$ cat src/rtl/trap_pkg.sv
package trap_pkg;
  localparam int unsigned N_INT     = 4;
  localparam int unsigned VEC_SHIFT = 4;

  typedef enum logic [1:0] {
    SR_TPC = 2'd0,
    SR_TMA = 2'd1,
    SR_TSV = 2'd2,
    SR_CTL = 2'd3
  } sr_sel_e;
endpackage

$ cat src/rtl/trap_prio.sv
module trap_prio #(
  parameter int unsigned N      = 16,
  localparam int unsigned CODE_W = $clog2(N)
) (
  input  logic [N-1:0]      req_i,
  output logic              valid_o,
  output logic [CODE_W-1:0] code_o
);
  // lowest index wins: scan from the top so the last hit is the lowest
  always_comb begin
    code_o = '0;
    for (int i = N - 1; i >= 0; i--) begin
      if (req_i[i]) code_o = CODE_W'(i);
    end
  end

  assign valid_o = |req_i;
endmodule

$ cat src/rtl/trap_sregs.sv
module trap_sregs
  import trap_pkg::*;
#(
  parameter int unsigned XLEN = 32
) (
  input  logic            clk_i,
  input  logic            rst_ni,
  input  logic            take_i,
  input  logic            bus_fault_i,
  input  logic [XLEN-1:0] pc_i,
  input  logic [XLEN-1:0] fault_addr_i,
  input  logic            rtt_i,
  input  logic            we_i,
  input  sr_sel_e         sel_i,
  input  logic [XLEN-1:0] wdata_i,
  output logic [XLEN-1:0] tpc_o,
  output logic            ie_o,
  output logic [XLEN-1:0] rdata_o
);
  logic [XLEN-1:0] tpc_q, tma_q, tsv_q;
  logic            ie_q;
  logic            wr;

  assign wr = we_i & ~take_i;

  always_ff @(posedge clk_i or negedge rst_ni) begin
    if (!rst_ni) begin
      tpc_q <= '0;
      tma_q <= '0;
      tsv_q <= '0;
      ie_q  <= 1'b0;
    end else if (take_i) begin
      tpc_q <= pc_i;
      if (bus_fault_i) tma_q <= fault_addr_i;
      ie_q  <= 1'b0;
    end else begin
      if (wr) begin
        unique case (sel_i)
          SR_TPC: tpc_q <= wdata_i;
          SR_TMA: tma_q <= wdata_i;
          SR_TSV: tsv_q <= wdata_i;
          SR_CTL: ie_q  <= wdata_i[0];
          default: ;
        endcase
      end
      if (rtt_i) ie_q <= 1'b1;
    end
  end

  always_comb begin
    unique case (sel_i)
      SR_TPC:  rdata_o = tpc_q;
      SR_TMA:  rdata_o = tma_q;
      SR_TSV:  rdata_o = tsv_q;
      SR_CTL:  rdata_o = {{(XLEN-1){1'b0}}, ie_q};
      default: rdata_o = '0;
    endcase
  end

  assign tpc_o = tpc_q;
  assign ie_o  = ie_q;
endmodule

$ cat src/rtl/trap_unit.sv
module trap_unit
  import trap_pkg::*;
#(
  parameter int unsigned XLEN  = 32,
  parameter int unsigned N_EXT = 12,
  localparam int unsigned N_CAUSE = N_INT + N_EXT,
  localparam int unsigned CODE_W  = $clog2(N_CAUSE)
) (
  input  logic              clk_i,
  input  logic              rst_ni,
  input  logic              boundary_i,
  input  logic              ro_write_i,
  input  logic              unmapped_i,
  input  logic              bad_op_i,
  input  logic [1:0]        aux_trap_i,
  input  logic [N_EXT-1:0]  irq_i,
  input  logic [XLEN-1:0]   pc_i,
  input  logic [XLEN-1:0]   fault_addr_i,
  input  logic              rtt_i,
  input  logic              sr_we_i,
  input  logic [1:0]        sr_sel_i,
  input  logic [XLEN-1:0]   sr_wdata_i,
  output logic [XLEN-1:0]   sr_rdata_o,
  output logic              take_o,
  output logic [CODE_W-1:0] code_o,
  output logic              redirect_o,
  output logic [XLEN-1:0]   target_o,
  output logic              irq_en_o
);
  logic [N_INT-1:0]   int_req;
  logic [N_EXT-1:0]   ext_req;
  logic [N_CAUSE-1:0] all_req;
  logic [XLEN-1:0]    tpc_q;
  logic [XLEN-1:0]    vec;
  logic               ie;
  logic               take;
  logic [CODE_W-1:0]  code;

  assign int_req = {aux_trap_i, bad_op_i, ro_write_i | unmapped_i};
  // external lines only at a boundary with interrupts on
  assign ext_req = irq_i & {N_EXT{ie & boundary_i}};
  assign all_req = {ext_req, int_req};

  trap_prio #(.N(N_CAUSE)) u_prio (
    .req_i   (all_req),
    .valid_o (take),
    .code_o  (code)
  );

  trap_sregs #(.XLEN(XLEN)) u_sregs (
    .clk_i        (clk_i),
    .rst_ni       (rst_ni),
    .take_i       (take),
    .bus_fault_i  (code == '0),
    .pc_i         (pc_i),
    .fault_addr_i (fault_addr_i),
    .rtt_i        (rtt_i),
    .we_i         (sr_we_i),
    .sel_i        (sr_sel_e'(sr_sel_i)),
    .wdata_i      (sr_wdata_i),
    .tpc_o        (tpc_q),
    .ie_o         (ie),
    .rdata_o      (sr_rdata_o)
  );

  assign vec        = XLEN'({code, {VEC_SHIFT{1'b0}}});
  assign take_o     = take;
  assign code_o     = code;
  assign redirect_o = take | rtt_i;
  assign target_o   = take ? vec : tpc_q;
  assign irq_en_o   = ie;
endmodule

$ cat config.mk
export PLATFORM = sky130hd
export DESIGN_NAME = trap_unit
export DESIGN_NICKNAME = d
export VERILOG_FILES = /design/src/rtl/trap_pkg.sv /design/src/rtl/trap_prio.sv /design/src/rtl/trap_sregs.sv /design/src/rtl/trap_unit.sv
export SDC_FILE = /design/constraint.sdc
export NUM_CORES = 1
export LEC_CHECK = 0
export BUFFER_PORTS_ARGS = -buffer_cell sky130_fd_sc_hd__buf_2
export CAP_MARGIN = 30
export CORE_ASPECT_RATIO = 2
export CORE_MARGIN = 2
export CORE_UTILIZATION = 35
export DETAILED_ROUTE_END_ITERATION = 16
export GPL_TIMING_DRIVEN = 1
export PLACE_DENSITY = 0.69
export SKIP_CTS_REPAIR_TIMING = 1
export SYNTH_ARGS = -nofsm -noshare
export SYNTH_HDL_FRONTEND = slang
export SYNTH_SLANG_ARGS = --single-unit
export TNS_END_PERCENT = 30
$ cat constraint.sdc
create_clock -name clk_i -period 2.26 [get_ports clk_i]
set_clock_uncertainty 0.15 [all_clocks]
set_input_delay 0.113 -clock clk_i [delete_from_list [all_inputs] [get_ports clk_i]]
set_output_delay 0.113 -clock clk_i [all_outputs]
set_load 0.05 [all_outputs]
# == After elaboration in Yosys (flattened, before gate mapping) ==
# Index checks and enable logic that the tools add are counted.
# classes
n_lt_le_gt_ge,0
n_div,0
add_sub_neg,0
n_mux,29
mul,0
n_eq_ne,4
shifts,0
n_reduce_logical,12
bitwise,6
# ops
op,count
32-bit 2-to-1 mux,8
32-bit one-hot mux with 4 select lines,1
4-bit 2-to-1 mux,16
16-bit OR reduction,1
12-bit bitwise AND,1
3-bit AND reduction,2
2-bit nonzero test,3
3-bit nonzero test,2
2-bit == test (second input constant),2
4-bit logical NOT,1
1-bit 2-to-1 mux,4
2-bit AND reduction,2
1-bit bitwise AND,2
2-bit by 1-bit == test with 1-bit output (second input constant),1
2-bit logical NOT,1
2-bit by 1-bit != test with 1-bit output (second input constant),1
1-bit bitwise OR,2
1-bit NOT,1
# word_totals
latch_bits,0
inputBits,120
out_inout_bits,71
ram_bits,0
ff_bits,97
mem_count,0
mem_bits_ro,0
elab_cells,55

# == Logic depth before layout (Yosys ltp) ==
# depth
ltp_word,21
mapped_depth,7
depth_no_buf,5

# == Cells and area by module ==
# Synthesis repeated with hierarchy kept, for this count alone.
# unflattened
hier_cells,547
hier_area_um2,5562.8
# modules_own_cells
mod,cells_per_inst,seq_area_each_um2,area_per_inst_um2,instances
trap_sregs,461,2427.3,5033.6,1
trap_unit,52,0.0,352.8,1
trap_prio,34,0.0,176.4,1

# == Least setup slack after synthesis ==
# No wires, ideal clock.
# synth_timing
kind,reg-to-output
from,"register u_sregs.ie_q, in the netlist u_sregs.ie_o"
to,output port target_o[4]
arrival_ps,2318
setup_slack_ps,-321
path_stages_with_launch,4
path_buffers,0
t_required_ps,1997
path_cell_list,dfrtp_1 nand2_2 or4b_2 o211ai_1
# synth_between
elab_chain_len,19
elab_cells_between_ends,20
classes_between,mux (17); bitwise (2); reduce/logical (1)
# synth_rtl
item,line_no,source
"start, declared",trap_sregs.sv:21,logic ie_q;
"start signal, assigned",trap_sregs.sv:42,SR_CTL: ie_q <= wdata_i[0];
1-bit bitwise AND *,trap_unit.sv:41,assign ext_req = irq_i & {N_EXT{ie & boundary_i}};
12-bit bitwise AND *,trap_unit.sv:41,
4-bit 2-to-1 mux (16 in a row),trap_prio.sv:13,if (req_i[i]) code_o = CODE_W'(i);
32-bit 2-to-1 mux *,trap_unit.sv:70,assign target_o = take ? vec : tpc_q;
"end, declared",trap_unit.sv:27,"output logic [XLEN-1:0] target_o,"
# Mark *: on every way between the ends. The rest lies on a longest branch, timed or not.

# == Worst setup path in the final report ==
# layout_timing
from,"register u_sregs.ie_q, in the netlist u_sregs.ie_o"
to,output port target_o[11]
# layout_between
elab_chain_len,4
# layout_rtl
item,line_no,source
1-bit bitwise AND,trap_unit.sv:41,
12-bit bitwise AND,trap_unit.sv:41,
16-bit OR reduction,trap_prio.sv:17,assign valid_o = |req_i;
32-bit 2-to-1 mux,trap_unit.sv:70,
# Every way passes these cells.

==> metrics.md <==
| Metric | Value |
|---|---|
| Worst EP required | about 2.0 ns |
| Std-Cell Rows | 64 |
| Fin crit share | 0.977 |
| Total of max-cap violations | 0 |
| DP Worst Slack | roughly 0.11 ns |
| DR vias | slightly above 5k |
| RSZ-0062 raised after global routing | yes |
| Final setup viols | 0 |
| Vias per cell | ~5.0 |
| P_leak | 3.71 nW |
| CTS Buffer Depth | 2 |
| Prevailing post-synth register cell | dfrtp_1 |
| Commonest non-fill, non-tap cell in the layout | buf_2 |
| Final worst path period need | approximately 2.2 ns |
| Final Wtd Congestion | 0.873 |
| Critical path class | flip-flop to output pin |
| CORE AREA | 15200 um2 |
| Post-synthesis cell area | ~5400 um2 |
| Antenna violations before repair | 1 |
| Post-synth ARST share | 1.00 |
| Register area share after synthesis | 0.448 |
| Wire per inst | approximately 17 um |
| Area growth from synthesis to layout | 48.9% |
| Worst-path maximum fanout | 26 |
| Non-filler instance count after layout | 1021 |
| Pin count of the biggest net entering global routing | 52 |
| Xor/xnor share of the synthesized area | 0 |
| Post-Synthesis Cells | 533 |
| Synth top area share | 0.448 |
| Post-synth EDFFs | 0 |
| Clock latency on the worst-skew pair | around 0.34 ns |
| YS warnings | 0 |
| Final core utilization | 0.530 |
| Iter 0 DRT Violations | approximately 160 |
| Worst setup EP type | output pin |
| Worst slew pin tran | 0.556 ns |
| Crit path max-delay cell type | dfrtp_2 |
| TritonCTS clock tree | yes |
| CP cell instances | nand2_4 -> o211ai_4 -> nor2_4 -> buf_12 -> and2_1 -> buf_2 |
| Wirelength, routed | around 17000 um |
| Max-slew violations | 0 |
| Compound-gate portion of the synthesized area | 0.127 |
| Slew HR | 0.629 |
| Total CTS buffers | 9 |
| Post-Synth Adder-Cell Area | 0 |
| Syn_nets | about 650 |
| Die Area | ~17000 um2 |
| Worst Hold Class | input port to flip-flop |
| Mux cell area share after synthesis | 0.248 |
| Synth area leader | dfrtp_1 |
| Layout Nets | around 940 |
| Simple-Gate Fraction of Synth Area | 0.132 |
| Initial Util | 0.356 |
| Worst path max stage delay | around 0.45 ns |
| Synthesized flop and latch total | slightly below 100 |
| Met3 WL | approximately 540 um |
| Peak Freq | ~450 MHz |
| CTS root buf | clkbuf_16 |
| Gr ovfl total | 0 |
| Commonest cells after routing, fill and taps aside | buf_2, dlygate4sd3_1, nand2_1, dfrtp_1, mux2i_1 |
| Synth cell types | 42 |
| Gr usage total | 0.186 |
| Antenna-violating nets left | 0 |
| Startpoint Class | flip-flop |
| Placed Instances | 900 |
| Final hold violations | 0 |
| Met1 WL | ~6000 um |
| Clock sinks | 97 |
| DP Wirelength | roughly 11000 um |
| Syn Area/Cell | a little over 10 um2 |
| Met2 wire length | between 10000 and 15000 um |
| Layout cells sized above 1 | 0.314 |
| Power Dens Cells | approximately 570 nW/um2 |
| Initial DRT Pass Iterations | 4 |
| Slack of the critical path | between 0.05 and 0.06 ns |
| Max VDD drop | between 0.4 and 0.5 mV |
| Data arrival time of the worst path | around 1.9 ns |
| Die H | around 180 um |
| Io pins | between 150 and 200 |
| Status | finished clean |
| Vias in the first global route | 4789 |
| # DRC | 0 |
| Largest family of logic cells by synthesized area | multiplexers |
| Clock slew at reported path FFs | about 0.07 ns |
| Hold_ws | about 0.12 ns |
| Die X | between 90 and 100 um |
| Top routing layer used | met4 |
| H-Tree Depth | 3 |
| First-pass GRT wire length | around 24000 um |
| Port bufs | 190 |
| Largest cells by area after synthesis | dfrtp_1, mux2i_1, mux2_1, nand2_1, o21ai_1 |
area by class of cell:
class	count	area, um2
diodes	1	2.50
clock buffers	12	246
clock inverters	4	76.3
fillers	1356	7160
inverters	4	15.0
multi-input cells	394	2780
flip-flops and latches	97	2430
well taps	198	248
repair buffers	311	2260
final timing paths:
path | start | to | slack (ns) | depth (start not counted)
max | u_sregs.ie_o | target_o[11] | 0.05 | 6
min | sr_we_i | u_sregs.ie_o | 0.12 | 5
max reg2reg | u_sregs.ie_o | u_sregs.tsv_q[16] | 0.07 | 7
min reg2reg | u_sregs.tma_q[7] | u_sregs.tma_q[7] | 0.33 | 2
max in group asynchronous | rst_ni | u_sregs.tsv_q[31] | 0.91 | 3
min in group asynchronous | rst_ni | u_sregs.tsv_q[7] | 0.16 | 3
per-stage QoR:
stage / TNS (ns) / area (um2) / total power, mW
2_1_floorplan: -0.917 / 5420 / 2.51
3_3_place_gp: 0 / 6630 / 2.79
3_5_place_dp: 0 / 6630 / 2.81
4_1_cts: -3.17 / 6950 / 4.49
5_1_grt: -0.218 / 8060 / 4.80
6_report: 0 / 8060 / 4.59
flip-flops by register name, summed over array words and instances, names as in the netlist:
| register | count |
|---|---|
| u_sregs.tsv_q | 32 |
| u_sregs.ie_o | 1 |
| u_sregs.tma_q | 32 |
| u_sregs.tpc_o | 32 |
worst max-delay path, delay by kind of cell (launching register included):
kind | cells | cell delay (ns)
and+or+nand+nor | 3 | 0.51
buffers and inverters | 2 | 0.46
DFF | 1 | 0.45
AOI/OAI and AO/OA | 1 | 0.14
logic make-up (layout without fill, tap and decap cells):
logic type | after synthesis | after routing
other | 0 | 1
and+or+nand+nor | 153 | 153
AOI/OAI and AO/OA | 112 | 112
muxes | 129 | 129
buffers and inverters | 42 | 331
DFF | 97 | 97
synthesized netlist by cell type, types with 2 or more instances:
cell type	instances
dfrtp_1	97
nand2_1	96
mux2i_1	95
o21ai_1	46
mux2_1	32
o21ai_0	32
and2_1	29
o21ai_2	18
clkbuf_1	14
nor2_1	13
buf_2	10
buf_4	6
buf_6	6
a21oi_1	3
inv_1	3
nor2b_1	3
a21o_1	2
and3_1	2
buf_1	2
o31ai_1	2
power by group:
part           internal (mW)  switching (mW)
clock                   1.00           0.673
sequential              1.87          0.0829
combinational          0.411           0.549
layer usage:
metal / track usage / vias up
met5: 0 / -
met4: 0.0818 / 0
met3: 0.0277 / 50
met2: 0.371 / 169
met1: 0.180 / 2461
li1: - / 2431
No activity file was read; power rests on OpenSTA's default activity.
